==> src/rtl/mclk_seq_pkg.sv <==
package mclk_seq_pkg;

    typedef enum logic [1:0] {
        OP_WR      = 2'd0,
        OP_RD_SRC  = 2'd1,
        OP_RD_CTL  = 2'd2,
        OP_POLL    = 2'd3
    } op_e;

    // register offsets inside one PLL register set
    localparam int OFS_CTL  = 0;
    localparam int OFS_N    = 1;
    localparam int OFS_M    = 2;
    localparam int OFS_P    = 3;
    localparam int OFS_STAT = 4;

    // bit positions
    localparam int EN_BIT   = 0;
    localparam int LOCK_BIT = 0;
    localparam int SRC_BIT  = 0;
    localparam int STB_BIT  = 3;
    localparam int MUX_BIT  = 4;

    // step indices of the sequence
    localparam int STEP_PIX     = 0;
    localparam int STEP_SRC_RD  = 6;
    localparam int STEP_SRC_WR  = 7;
    localparam int STEP_CTL_RD1 = 8;
    localparam int STEP_PARK0   = 9;
    localparam int STEP_PARK1   = 10;
    localparam int STEP_MCL     = 11;
    localparam int STEP_CTL_RD2 = 17;
    localparam int STEP_BACK0   = 18;
    localparam int STEP_BACK1   = 19;
    localparam int LAST_STEP    = STEP_BACK1;
    localparam int PLL_STEPS    = 6;

endpackage

==> src/rtl/mclk_seq_step_rom.sv <==
module mclk_seq_step_rom
    import mclk_seq_pkg::*;
#(
    parameter int AW = 8,
    parameter int DW = 8,
    parameter int SW = 5,
    parameter logic [AW-1:0] PIX_BASE = 8'h00,
    parameter logic [AW-1:0] MCL_BASE = 8'h08,
    parameter logic [AW-1:0] SRC_ADDR = 8'h10,
    parameter logic [AW-1:0] CTL_ADDR = 8'h11
) (
    input  logic [SW-1:0] step,
    input  logic [DW-1:0] n,
    input  logic [DW-1:0] m,
    input  logic [DW-1:0] p,
    input  logic [DW-1:0] src,
    input  logic [DW-1:0] ctl,
    output op_e           op,
    output logic [AW-1:0] addr,
    output logic [DW-1:0] wdata
);
    localparam logic [DW-1:0] EN_VAL   = DW'(1) << EN_BIT;
    localparam logic [DW-1:0] MUX_VAL  = DW'(1) << MUX_BIT;
    localparam logic [DW-1:0] STB_VAL  = DW'(1) << STB_BIT;
    localparam logic [DW-1:0] SRC_VAL  = DW'(1) << SRC_BIT;
    localparam logic [DW-1:0] KEEP_MSK = ~(MUX_VAL | STB_VAL);

    logic [DW-1:0] ctl_keep;
    logic [SW-1:0] pll_idx;
    logic [AW-1:0] pll_base;
    logic          in_pll;

    assign ctl_keep = ctl & KEEP_MSK;

    always_comb begin
        in_pll   = 1'b0;
        pll_idx  = '0;
        pll_base = PIX_BASE;
        if (int'(step) < PLL_STEPS) begin
            in_pll  = 1'b1;
            pll_idx = step;
        end else if (int'(step) >= STEP_MCL && int'(step) < STEP_MCL + PLL_STEPS) begin
            in_pll   = 1'b1;
            pll_idx  = step - SW'(STEP_MCL);
            pll_base = MCL_BASE;
        end
    end

    always_comb begin
        op    = OP_WR;
        addr  = '0;
        wdata = '0;
        if (in_pll) begin
            case (int'(pll_idx))
                0: begin addr = pll_base + AW'(OFS_CTL); wdata = '0; end
                1: begin addr = pll_base + AW'(OFS_N);   wdata = n;  end
                2: begin addr = pll_base + AW'(OFS_M);   wdata = m;  end
                3: begin addr = pll_base + AW'(OFS_P);   wdata = p;  end
                4: begin addr = pll_base + AW'(OFS_CTL); wdata = EN_VAL; end
                default: begin op = OP_POLL; addr = pll_base + AW'(OFS_STAT); end
            endcase
        end else begin
            case (int'(step))
                STEP_SRC_RD:  begin op = OP_RD_SRC; addr = SRC_ADDR; end
                STEP_SRC_WR:  begin addr = SRC_ADDR; wdata = src | SRC_VAL; end
                STEP_CTL_RD1,
                STEP_CTL_RD2: begin op = OP_RD_CTL; addr = CTL_ADDR; end
                STEP_PARK0:   begin addr = CTL_ADDR; wdata = ctl_keep; end
                STEP_PARK1:   begin addr = CTL_ADDR; wdata = ctl_keep | STB_VAL; end
                STEP_BACK0:   begin addr = CTL_ADDR; wdata = ctl_keep | MUX_VAL; end
                STEP_BACK1:   begin addr = CTL_ADDR; wdata = ctl_keep | MUX_VAL | STB_VAL; end
                default:      begin addr = '0; wdata = '0; end
            endcase
        end
    end
endmodule

==> src/rtl/mclk_seq_poll_timer.sv <==
module mclk_seq_poll_timer #(
    parameter int LIMIT = 64
) (
    input  logic clk,
    input  logic rst_n,
    input  logic run,
    output logic expired
);
    localparam int CW = $clog2(LIMIT + 1);
    localparam logic [CW-1:0] LIM = CW'(LIMIT);

    logic [CW-1:0] cnt_d, cnt_q;

    always_comb begin
        cnt_d = '0;
        if (run) begin
            cnt_d = (cnt_q == LIM) ? cnt_q : cnt_q + CW'(1);
        end
    end

    always_ff @(posedge clk or negedge rst_n) begin
        if (!rst_n) cnt_q <= '0;
        else        cnt_q <= cnt_d;
    end

    assign expired = (cnt_q == LIM);
endmodule

==> src/rtl/mclk_retune_seq.sv <==
module mclk_retune_seq
    import mclk_seq_pkg::*;
#(
    parameter int AW = 8,
    parameter int DW = 8,
    parameter logic [AW-1:0] PIX_BASE = 8'h00,
    parameter logic [AW-1:0] MCL_BASE = 8'h08,
    parameter logic [AW-1:0] SRC_ADDR = 8'h10,
    parameter logic [AW-1:0] CTL_ADDR = 8'h11,
    parameter int POLL_LIMIT = 64
) (
    input  logic          clk,
    input  logic          rst_n,
    input  logic          start,
    input  logic [DW-1:0] tgt_n,
    input  logic [DW-1:0] tgt_m,
    input  logic [DW-1:0] tgt_p,
    output logic          busy,
    output logic          done,
    output logic          err,
    output logic          bus_req,
    output logic          bus_we,
    output logic [AW-1:0] bus_addr,
    output logic [DW-1:0] bus_wdata,
    input  logic          bus_ack,
    input  logic [DW-1:0] bus_rdata
);
    localparam int SW = $clog2(LAST_STEP + 1);

    typedef struct packed {
        logic          busy;
        logic          req;
        logic [SW-1:0] step;
        logic [DW-1:0] n;
        logic [DW-1:0] m;
        logic [DW-1:0] p;
        logic [DW-1:0] src;
        logic [DW-1:0] ctl;
        logic          done;
        logic          err;
    } seq_t;

    seq_t d, q;
    op_e  op;
    logic poll_run, poll_expired;

    mclk_seq_step_rom #(
        .AW(AW), .DW(DW), .SW(SW),
        .PIX_BASE(PIX_BASE), .MCL_BASE(MCL_BASE),
        .SRC_ADDR(SRC_ADDR), .CTL_ADDR(CTL_ADDR)
    ) i_rom (
        .step(q.step), .n(q.n), .m(q.m), .p(q.p), .src(q.src), .ctl(q.ctl),
        .op(op), .addr(bus_addr), .wdata(bus_wdata)
    );

    assign poll_run = q.busy && (op == OP_POLL);

    mclk_seq_poll_timer #(.LIMIT(POLL_LIMIT)) i_timer (
        .clk(clk), .rst_n(rst_n), .run(poll_run), .expired(poll_expired)
    );

    always_comb begin
        d      = q;
        d.done = 1'b0;
        if (!q.busy) begin
            if (start) begin
                d.busy = 1'b1;
                d.req  = 1'b1;
                d.step = SW'(STEP_PIX);
                d.n    = tgt_n;
                d.m    = tgt_m;
                d.p    = tgt_p;
                d.err  = 1'b0;
            end
        end else if (!q.req) begin
            d.req = 1'b1;
        end else if (bus_ack) begin
            d.req = 1'b0;
            case (op)
                OP_WR: begin
                    if (int'(q.step) == LAST_STEP) begin
                        d.busy = 1'b0;
                        d.done = 1'b1;
                    end else begin
                        d.step = q.step + SW'(1);
                    end
                end
                OP_RD_SRC: begin
                    d.src  = bus_rdata;
                    d.step = q.step + (bus_rdata[SRC_BIT] ? SW'(2) : SW'(1));
                end
                OP_RD_CTL: begin
                    d.ctl  = bus_rdata;
                    d.step = q.step + SW'(1);
                end
                OP_POLL: begin
                    if (bus_rdata[LOCK_BIT]) begin
                        d.step = q.step + SW'(1);
                    end else if (poll_expired) begin
                        d.busy = 1'b0;
                        d.err  = 1'b1;
                    end
                end
                default: d.step = q.step;
            endcase
        end
    end

    always_ff @(posedge clk or negedge rst_n) begin
        if (!rst_n) q <= '0;
        else        q <= d;
    end

    assign busy    = q.busy;
    assign done    = q.done;
    assign err     = q.err;
    assign bus_req = q.req;
    assign bus_we  = (op == OP_WR);
endmodule

==> config.mk <==
export PLATFORM = sky130hd
export DESIGN_NAME = mclk_retune_seq
export DESIGN_NICKNAME = d
export VERILOG_FILES = /design/src/rtl/mclk_seq_pkg.sv /design/src/rtl/mclk_seq_step_rom.sv /design/src/rtl/mclk_seq_poll_timer.sv /design/src/rtl/mclk_retune_seq.sv
export SDC_FILE = /design/constraint.sdc
export NUM_CORES = 1
export LEC_CHECK = 0
export BUFFER_PORTS_ARGS = -buffer_cell sky130_fd_sc_hd__buf_2
export CAP_MARGIN = 5
export CORE_ASPECT_RATIO = 0.8
export CORE_MARGIN = 5
export CORE_UTILIZATION = 24
export CTS_BUF_LIST = sky130_fd_sc_hd__clkbuf_8
export DETAILED_ROUTE_END_ITERATION = 10
export PLACE_DENSITY = 0.52
export SLEW_MARGIN = 10
export SYNTH_ARGS = -nofsm -noshare
export SYNTH_HDL_FRONTEND = slang
export SYNTH_SLANG_ARGS = --single-unit
==> constraint.sdc <==
create_clock -name clk -period 3.3 [get_ports clk]
set_clock_uncertainty 0.2 [all_clocks]
set_input_delay 0 -clock clk [delete_from_list [all_inputs] [get_ports clk]]
set_output_delay 0 -clock clk [all_outputs]
set_load 0.02 [all_outputs]
==> flow_metrics.py, run 1 <==
metrics = {
    "run_status": {
        "status": "finished, final reports clean",
    },
    "sta": {
        "setup_violations": 0,
        "finalHoldViolations": 0,
        "fin_hold_ws_ns": 0.149,
        "max_slew_margin_pct": 42.2,
        "min_period_ns": 3.23,
        "tightestPinTransition_ns": 0.867,
        "rsz0062_at_grt": "true",
        "slew_violations": 0,
        "fmax_mhz": 310,
        "finalCritPeriodShare_pct": 97.9,
    },
    "floorplan": {
        "row_count": 37,
        "start_util_pct": 24.2,
        "die_height_um": 111,
        "coreArea_um2": 12700,
        "die_area_um2": 15200,
        "die_width_um": 137,
        "io_pins": 57,
    },
    "global_routing": {
        "antenna_found_initial": 0,
        "grt.total_usage_pct": 10.4,
        "overflow": 0,
        "grt_pass1_wl_mm": 13.0,
        "grt_pass1_vias": 2566,
        "grt_max_degree": 40,
    },
    "worst_hold_path": {
        "holdCritPathClass": "in2async",
    },
    "critical_path": {
        "worstPathRequired_ns": 3.35,
        "arrival_ns": 3.28,
        "start_kind": "flop",
        "critical_path.endpoint_type": "flop",
        "crit_start": "q[43]",
        "rr_worst_depth": 13,
        "crit_path_end": "q[45]",
        "crit_type": "reg2reg",
        "worstReg2RegStart": "q[43]",
        "r2r_slack_ns": 0.07,
        "path_max_fanout": 4,
        "r2r-end": "q[45]",
    },
    "clock_tree": {
        "root_buffer": "clkbuf_8",
        "cts_tree": "done",
        "numCtsBuffers": 5,
        "cts.clk_slew.worst_paths_ns": 0.10,
        "htreeDepth": 2,
        "clkLatencyLatePin_ns": 0.30,
        "clockBufferDepth": 2,
        "cts.sinks": 53,
    },
    "yosys": {
        "synth_seq_area_share_pct": 43.0,
        "synthArstFlopShare_pct": 100,
        "synth_edf_count": 0,
        "synth_area_per_cell_um2": 10.8,
        "synth_cells": 286,
        "yosysTopAreaCell": "dfrtp_1",
        "synth_area_leaders": "dfrtp_1 43%, mux2_2 14%, ha_1 4.9%, mux2i_1 3.2%, o221ai_2 2.9%",
        "synth_top_area_share_pct": 43.0,
        "yosysWarnings": 0,
        "synthesis.area_um2": 3090,
        "ys_ff_latch": 53,
        "ys_types": 53,
        "yosys_most_used_dff": "dfrtp_1",
    },
    "layout": {
        "multi_input_area_um2": 1750,
        "nets": 436,
        "fin_area_um2": 4240,
        "fin_util_pct": 33.3,
        "syn_to_final_growth_pct": 37.6,
        "fill_cells": 1267,
        "drive_above_1_share_pct": 38.4,
        "n_antenna_cell": 0,
        "seq_area_um2": 1330,
    },
    "detailed_routing": {
        "vias_per_cell": 4.58,
        "dr.pass1.iters": 4,
        "vias": 2579,
        "drtIter0Drc": 90,
        "wl_per_cell_um": 13.9,
        "ant_nets": 0,
        "routed_wl_mm": 7.83,
        "drcViolationCount": 0,
    },
    "power": {
        "p_leak_nw": 1.82,
        "power_density_nw_per_um2": 681,
        "irDropWorstVdd_mv": 0.332,
        "power.total_w": 0.00289,
    },
    "flow_run": {
        "drv_cap": 0,
    },
    "placed_design": {
        "placed_area_um2": 3630,
        "dp_hpwl_mm": 5.70,
        "portBuffers": 53,
        "gp_congestion": 0.835,
    },
}
## cell usage after synthesis (all sizes together) (3+ instances only)
library cell   n
nor2b          5
a21o           3
xor2           3
inv           10
o21ai         12
mux2          38
a22oi          7
a21oi         11
xnor2          4
a31oi          3
clkbuf         6
and3           3
nand2         16
nand3         12
mux2i         10
ha            12
o221ai         6
dfrtp         53
nor2          21
nor3           4
buf           13
## report_power, final
group / switching (W) / total (W) / internal, W
clock network: 0.000213 / 0.000457 / 0.000245
registers: 0.000143 / 0.00104 / 0.000901
logic: 0.000740 / 0.00139 / 0.000649
total: 0.00110 / 0.00289 / 0.00179
## final cells by class
| type | instances | area share [%] |
|---|---|---|
| inverter | 10 | 0.884 |
| sequential | 53 | 31.3 |
| timing repair buffer | 111 | 18.7 |
| tap | 175 | 5.16 |
| multi-input combinational | 206 | 41.2 |
| clock inverter | 2 | 0.796 |
| clock buffer | 6 | 1.95 |
## worst max-delay path: stages (launching register included)
cell      delay [ns]
dfrtp_1         0.45
or4b_4          0.51
mux2_4          0.30
o221ai_4        0.14
a21boi_4        0.26
a21oi_2         0.08
ha_4            0.20
nand2_2         0.07
inv_2           0.06
ha_4            0.26
a21o_1          0.13
nand2_1         0.05
or4_1           0.39
nand2_1         0.07
## sequential cells by signal, indices dropped and copies added, names as in the netlist
signal,cells
bus_req,1
busy,1
done,1
err,1
i_timer.cnt_q,7
q,42
## cell families (layout without fill, tap and decap cells)
family,count (synthesis),in the layout,share of synthesized area [%]
adders and majority gates,13,13,5.51
DFF,53,53,43.0
and+or+nand+nor,77,77,13.0
AOI/OAI and AO/OA,58,58,15.0
buffers and inverters,29,129,4.30
other,1,3,0.122
muxes,48,48,17.1
xor gates and xnor gates,7,7,1.99
## per-stage QoR
| stage | instances | setup slack, ns | TNS (ns) |
|---|---|---|---|
| after floorplan | 288 | 0.000584 | 0 |
| after global placement | 514 | 0.0610 | 0 |
| after detailed placement | 514 | -0.00411 | -0.00411 |
| after CTS | 559 | 0.0109 | 0 |
| after global routing | 563 | -0.0289 | -0.0289 |
| final | 563 | 0.0708 | 0 |
## worst min-delay path by stage
stage                       endpoint  slack (ns)  startpoint
floorplan                    bus_req       -0.50       rst_n
global placement    i_timer.cnt_q[4]       -0.03       rst_n
detailed placement  i_timer.cnt_q[4]       -0.03       rst_n
CTS                 i_timer.cnt_q[0]        0.18       rst_n
global route        i_timer.cnt_q[3]        0.24       rst_n
finish              i_timer.cnt_q[3]        0.15       rst_n
## per-layer routing
layer / track usage (%) / vias to the layer above / wire length [um]
met5: 0 / - / 0
met4: 2.82 / 0 / 119
met3: 1.90 / 13 / 317
met2: 16.4 / 64 / 3780
met1: 14.7 / 1265 / 3620
li1: - / 1237 / -
## timing repair
item | in CTS | in global routing
hold buffers | 36 | 0
gates resized for setup | 2 | 18
setup buffers | 1 | 4
pin swaps | 0 | 5
hold endpoints to repair | 81 | 0
endpoints found under the setup margin | 3 | 4
## cells in the final DEF (no fill, tap or decap), types with 2 or more instances in the layout
cell and count:
a31oi_1 3, ha_2 2, ha_1 7, xnor2_1 4, nand3b_1 2, dfrtp_1 52, ha_4 3, nand2b_1 2
a21o_1 3, nor4bb_1 2, o21ai_0 7, a32oi_1 2, nor2_1 21, xor2_1 3, a21oi_1 9, mux2i_1 10
nand3_1 12, inv_1 10, buf_2 53, nor3_1 4, nand2_1 15, conb_1 3, a21oi_2 2, dlygate4sd3_1 36
and3_1 3, mux2_2 37, o221ai_2 5, a22oi_1 7, nor2b_1 4, clkbuf_8 6, o21ai_1 4, buf_4 21
Note: power is estimated with default switching activity, not from simulation.
==> run 2, diff against run 1 <==
--- a/config.mk
+++ b/config.mk
@@ -7,12 +7,14 @@
 export LEC_CHECK = 0
 export BUFFER_PORTS_ARGS = -buffer_cell sky130_fd_sc_hd__buf_2
 export CAP_MARGIN = 5
+export CELL_PAD_IN_SITES_DETAIL_PLACEMENT = 1
+export CELL_PAD_IN_SITES_GLOBAL_PLACEMENT = 1
 export CORE_ASPECT_RATIO = 0.8
 export CORE_MARGIN = 5
 export CORE_UTILIZATION = 24
 export CTS_BUF_LIST = sky130_fd_sc_hd__clkbuf_8
 export DETAILED_ROUTE_END_ITERATION = 10
-export PLACE_DENSITY = 0.52
+export PLACE_DENSITY = 0.61
 export SLEW_MARGIN = 10
 export SYNTH_ARGS = -nofsm -noshare
 export SYNTH_HDL_FRONTEND = slang
==> run 2 against run 1 <==
Against the previous run:
- register-to-register slack is essentially flat
- maximum frequency is essentially flat
- worst setup slack gained 0.0019 ns
- largest power group unchanged
- sequential power barely moved
- flip-flop and latch count did not move
- die area is the same
- worst hold slack got worse by 0.057 ns
- critical path depth stayed put
- combinational power about the same
- non-clock buffer count shrank 1
==> flow_metrics.py, run 2 (synthesized netlist as in run 1, its figures left out) <==
metrics = {
    "run_status": {
        "status": "finished, final reports clean",
    },
    "layout": {
        "n_antenna_cell": 0,
        "regMostFlops": "q",
        "largest_reg_flops": 42,
        "drive_above_1_share_pct": 39.0,
        "top_regs": "q x42, i_timer.cnt_q x7",
        "syn_to_final_growth_pct": 37.8,
        "nets": 435,
        "layoutNonFillerInstCount": 562,
        "final_cell_mix": "53 x buf_2, 52 x dfrtp_1, 37 x mux2_2, 37 x dlygate4sd3_1, 21 x nor2_1",
        "fin_area_um2": 4250,
        "final_common_cell": "buf_2",
    },
    "sta": {
        "setup_tns_ns": 0,
        "min_period_ns": 3.23,
        "rsz0062_at_grt": "true",
        "tightestPinTransition_ns": 0.813,
        "max_slew_margin_pct": 45.8,
        "setup_violations": 0,
        "finalHoldViolations": 0,
        "fmax_mhz": 310,
        "finalCritPeriodShare_pct": 97.8,
        "slew_violations": 0,
    },
    "global_routing": {
        "overflow": 0,
        "grt.total_usage_pct": 11.5,
        "grt_pass1_wl_mm": 14.3,
        "grt_max_degree": 34,
        "grt_pass1_vias": 2826,
        "antenna_found_initial": 0,
    },
    "critical_path": {
        "cp_common_cell": "nand2_1",
        "cpLargestDelayFamily": "simple AND/OR/NAND/NOR gates",
        "critPathSlowestCell": "or4b_4",
        "crit_type": "reg2reg",
        "start_kind": "flop",
        "cp_cell_sequence": "or4b_4, mux2_4, o221ai_4, a21boi_4, a21oi_2, ha_2, nand2_2, inv_2, ha_4, a21o_1, nand2_1, or4_1, nand2_1",
        "path_max_fanout": 5,
        "r2r-end": "q[45]",
        "worstPathRequired_ns": 3.36,
        "cp_num_buf_inv": 1,
        "worstReg2RegStart": "q[43]",
        "r2r_slack_ns": 0.07,
        "critPathMaxStageDelay_ns": 0.49,
        "arrival_ns": 3.28,
        "critical_path.endpoint_type": "flop",
        "rr_worst_depth": 13,
    },
    "placed_design": {
        "gp_congestion": 0.754,
        "placed_area_um2": 3630,
        "dp.cells": 513,
        "dp_hpwl_mm": 6.19,
        "portBuffers": 53,
    },
    "detailed_routing": {
        "wl_per_cell_um": 15.1,
        "drtIter0Drc": 60,
        "vias_per_cell": 4.51,
        "ant_nets": 0,
        "vias": 2534,
        "routed_wl_mm": 8.49,
        "drcViolationCount": 0,
        "dr.pass1.iters": 4,
    },
    "flow_run": {
        "drv_cap": 0,
    },
    "clock_tree": {
        "clockBufferDepth": 2,
        "numCtsBuffers": 5,
        "clkLatencyLatePin_ns": 0.31,
        "cts.clk_slew.worst_paths_ns": 0.10,
        "root_buffer": "clkbuf_8",
        "cts.sinks": 53,
        "cts_tree": "done",
        "htreeDepth": 2,
    },
    "floorplan": {
        "start_util_pct": 24.2,
        "coreArea_um2": 12700,
        "die_width_um": 137,
        "row_count": 37,
        "io_pins": 57,
        "die_area_um2": 15200,
        "die_height_um": 111,
    },
    "power": {
        "p_leak_nw": 1.81,
        "power.total_w": 0.00290,
        "power_density_nw_per_um2": 682,
        "irDropWorstVdd_mv": 0.289,
    },
    "worst_hold_path": {
        "holdCritPathClass": "in2async",
    },
}
run 2: changes by cell type in the layout (fill, tap and decap cells not counted), sizes merged:
cell / change
clkinvlp: +1
buf: -2
clkbuf: -1
inv: -1
clkinv: +1
dlygate4sd3: +1
run 2: report_power, final:
part           switching (W)  leakage (nW)  internal (W)
combinational       0.000746          1.10      0.000655
clock               0.000229        0.0543      0.000227
sequential          0.000145         0.658      0.000901
run 2: how the worst max path moves through the flow:
stage / start / end / slack, ns / cells after the start
2_1_floorplan: q[43] / q[46] / 0.0006 / 12
3_3_place_gp: q[44] / q[46] / 0.06 / 12
6_report: q[43] / q[45] / 0.07 / 13
3_5_place_dp: q[43] / q[45] / 0.004 / 13
5_1_grt: q[43] / busy / -0.06 / 10
4_1_cts: q[43] / q[45] / 0.004 / 13
run 2: through the flow:
stage | setup slack [ns] | util (%) | hold slack, ns
floorplan | 0.000584 | - | -0.496
global placement | 0.0599 | 28.5 | -0.0858
detailed placement | 0.00436 | 28.5 | -0.0807
CTS | 0.00380 | 32.6 | 0.120
global route | -0.0623 | 33.4 | 0.182
finish | 0.0726 | 33.4 | 0.0917
run 2: area by class of cell:
type / instances / area (um2)
well taps: 175 / 219
clock inverters: 3 / 46.3
multi-input cells: 206 / 1760
fillers: 1440 / 8480
clock buffers: 5 / 68.8
inverters: 10 / 37.5
flip-flops and latches: 53 / 1330
repair buffers: 110 / 798
run 2: what timing repair did:
| action | CTS | global route |
|---|---|---|
| buffers inserted | 1 | 3 |
| setup endpoints to repair | 2 | 6 |
| resized for setup | 6 | 16 |
| hold endpoints to repair | 75 | 0 |
| pin swaps | 2 | 6 |
| gates cloned | 0 | 0 |
| hold buffers | 37 | 0 |
run 2: metal layers:
| layer | track usage, % | up-vias | part of all wire [%] |
|---|---|---|---|
| met4 | 2.01 | 0 | 0.58 |
| met5 | 0 | - | 0 |
| met3 | 1.85 | 5 | 2.6 |
| met2 | 19.5 | 27 | 51 |
| li1 | - | 1225 | - |
| met1 | 15.6 | 1277 | 46 |
==> run 3, diff against run 2 <==
--- a/config.mk
+++ b/config.mk
@@ -5,6 +5,7 @@
 export SDC_FILE = /design/constraint.sdc
 export NUM_CORES = 1
 export LEC_CHECK = 0
+export ABC_CLOCK_PERIOD_IN_PS = 3300
 export BUFFER_PORTS_ARGS = -buffer_cell sky130_fd_sc_hd__buf_2
 export CAP_MARGIN = 5
 export CELL_PAD_IN_SITES_DETAIL_PLACEMENT = 1
@@ -15,6 +16,7 @@
 export CTS_BUF_LIST = sky130_fd_sc_hd__clkbuf_8
 export DETAILED_ROUTE_END_ITERATION = 10
 export PLACE_DENSITY = 0.61
+export SETUP_SLACK_MARGIN = 0.4
 export SLEW_MARGIN = 10
 export SYNTH_ARGS = -nofsm -noshare
 export SYNTH_HDL_FRONTEND = slang
==> run 3 against run 2 <==
Against the previous run:
- total power increased by 0.99%
- highest routed layer unchanged
- non-clock buffer count grew 3
- clock power down 17%
- design area increased by 1.7%
- largest power group unchanged
==> flow_metrics.py, run 3 (synthesized netlist as in run 1, its figures left out) <==
metrics = {
    "run_status": {
        "status": "finished, final reports clean",
    },
    "layout": {
        "seq_area_um2": 1330,
        "final_common_cell": "buf_2",
        "drive_above_1_share_pct": 43.1,
        "fin_util_pct": 34.0,
        "regMostFlops": "q",
        "top_regs": "q x42, i_timer.cnt_q x7",
        "largest_reg_flops": 42,
        "fill_cells": 1425,
        "multi_input_area_um2": 1840,
        "nets": 438,
        "syn_to_final_growth_pct": 40.1,
        "n_antenna_cell": 0,
        "final_cell_mix": "53 x buf_2, 52 x dfrtp_1, 37 x mux2_2, 35 x dlygate4sd3_1, 24 x buf_4",
    },
    "global_routing": {
        "overflow": 0,
        "grt.total_usage_pct": 11.7,
        "grt_pass1_vias": 2771,
        "grt_max_degree": 41,
        "grt_pass1_wl_mm": 14.6,
        "antenna_found_initial": 0,
    },
    "detailed_routing": {
        "routed_wl_mm": 8.87,
        "wl_per_cell_um": 15.7,
        "vias": 2578,
        "drcViolationCount": 0,
        "vias_per_cell": 4.56,
        "drtIter0Drc": 92,
        "dr.pass1.iters": 4,
        "ant_nets": 0,
    },
    "floorplan": {
        "coreArea_um2": 12700,
        "row_count": 37,
        "die_area_um2": 15200,
        "die_width_um": 137,
        "io_pins": 57,
        "die_height_um": 111,
        "start_util_pct": 24.2,
    },
    "clock_tree": {
        "numCtsBuffers": 5,
        "root_buffer": "clkbuf_8",
        "cts.clk_slew.worst_paths_ns": 0.10,
        "cts.sinks": 53,
        "cts_tree": "done",
        "clkLatencyLatePin_ns": 0.31,
        "htreeDepth": 2,
        "clockBufferDepth": 2,
    },
    "flow_run": {
        "drv_cap": 0,
    },
    "critical_path": {
        "r2r_slack_ns": 0.05,
        "r2r-end": "q[45]",
        "arrival_ns": 3.30,
        "critical_path.endpoint_type": "flop",
        "path_max_fanout": 5,
        "start_kind": "flop",
        "worstPathRequired_ns": 3.35,
        "rr_worst_depth": 13,
        "worstReg2RegStart": "q[44]",
        "crit_type": "reg2reg",
    },
    "placed_design": {
        "dp_hpwl_mm": 6.44,
        "place_ws_ns": -0.0117,
        "gp_congestion": 0.773,
        "portBuffers": 53,
    },
    "power": {
        "power.total_w": 0.00293,
        "p_leak_nw": 1.85,
        "irDropWorstVdd_mv": 0.303,
        "power_density_nw_per_um2": 678,
    },
    "sta": {
        "min_period_ns": 3.25,
        "worst_slack_ns": 0.0494,
        "finalHoldViolations": 0,
        "tightestPinTransition_ns": 0.925,
        "setup_violations": 0,
        "rsz0062_at_grt": "true",
        "fmax_mhz": 308,
        "slew_violations": 0,
        "finalCritPeriodShare_pct": 98.5,
        "max_slew_margin_pct": 38.3,
    },
    "worst_hold_path": {
        "holdCritPathClass": "in2reg",
        "holdPathStages": 5,
        "hp-start": "bus_rdata[0]",
        "worstHoldEndpoint": "q[42]",
    },
}
## run 3: cell count changes in the layout (fill, tap and decap cells not counted), moves of 3 or more
cell     change
buf_4        +5
nand2_4      +3
nor2_1       -4
nor2_2       +3
## run 3: timing repair
item | 4_1_cts | 5_1_grt
hold endpoints to repair | 82 | 0
hold buffers | 35 | 0
pin swaps | 4 | 9
buffers inserted | 4 | 4
setup endpoints to repair | 22 | 38
gates resized for setup | 4 | 25
## run 3: layer usage
metal / up-vias / part of all wire [%] / GRT usage [%]
met2: 33 / 51 / 19.7
met5: - / 0 / 0
met4: 0 / 0.69 / 2.35
met1: 1300 / 46 / 16.1
met3: 9 / 2.6 / 1.67
li1: 1236 / - / -
## run 3: layout make-up
cell class / count / area share [%]
Multi-Input combinational cell: 206 / 42.6
Inverter: 10 / 0.868
Clock buffer: 5 / 1.59
Sequential cell: 53 / 30.7
Tap cell: 175 / 5.06
Timing Repair Buffer: 113 / 18.7
Clock inverter: 3 / 0.492
## run 3: worst max-delay path, stage by stage (launching register included)
cell	delay (ns)
dfrtp_1	0.40
or4b_4	0.54
mux2_4	0.30
o221ai_4	0.14
a21boi_4	0.31
a21oi_4	0.07
ha_4	0.20
nand2_4	0.07
inv_2	0.06
ha_4	0.25
a21o_1	0.12
nand2_1	0.05
or4_1	0.40
nand2_1	0.08
## run 3: through the flow
step | area, um2 | setup TNS (ns) | instances | hold slack [ns]
4_1_cts | 4170 | -0.0111 | 561 | 0.0852
3_3_place_gp | 3680 | 0 | 514 | -0.0111
3_5_place_dp | 3680 | -0.0128 | 514 | -0.0102
2_1_floorplan | 3170 | 0 | 288 | -0.496
6_report | 4320 | 0 | 565 | 0.0690
5_1_grt | 4320 | -0.220 | 565 | 0.0777
## run 3: how the worst max path moves through the flow
stage               startpoint    end  slack [ns]  depth (start not counted)
finish                   q[44]  q[45]        0.05                         13
global route             q[44]  q[45]       -0.08                         13
CTS                      q[43]  q[45]       -0.01                         13
detailed placement       q[43]  q[46]       -0.01                         12
global placement         q[43]  q[45]        0.11                         13
floorplan                q[43]  q[45]       0.007                         11
## run 3: where the power goes
part	switching [W]	leakage (nW)	internal (W)	total, W
registers	0.000141	0.658	0.000901	0.00104
clock network	0.000227	0.0445	0.000151	0.000378
logic	0.000813	1.15	0.000698	0.00151
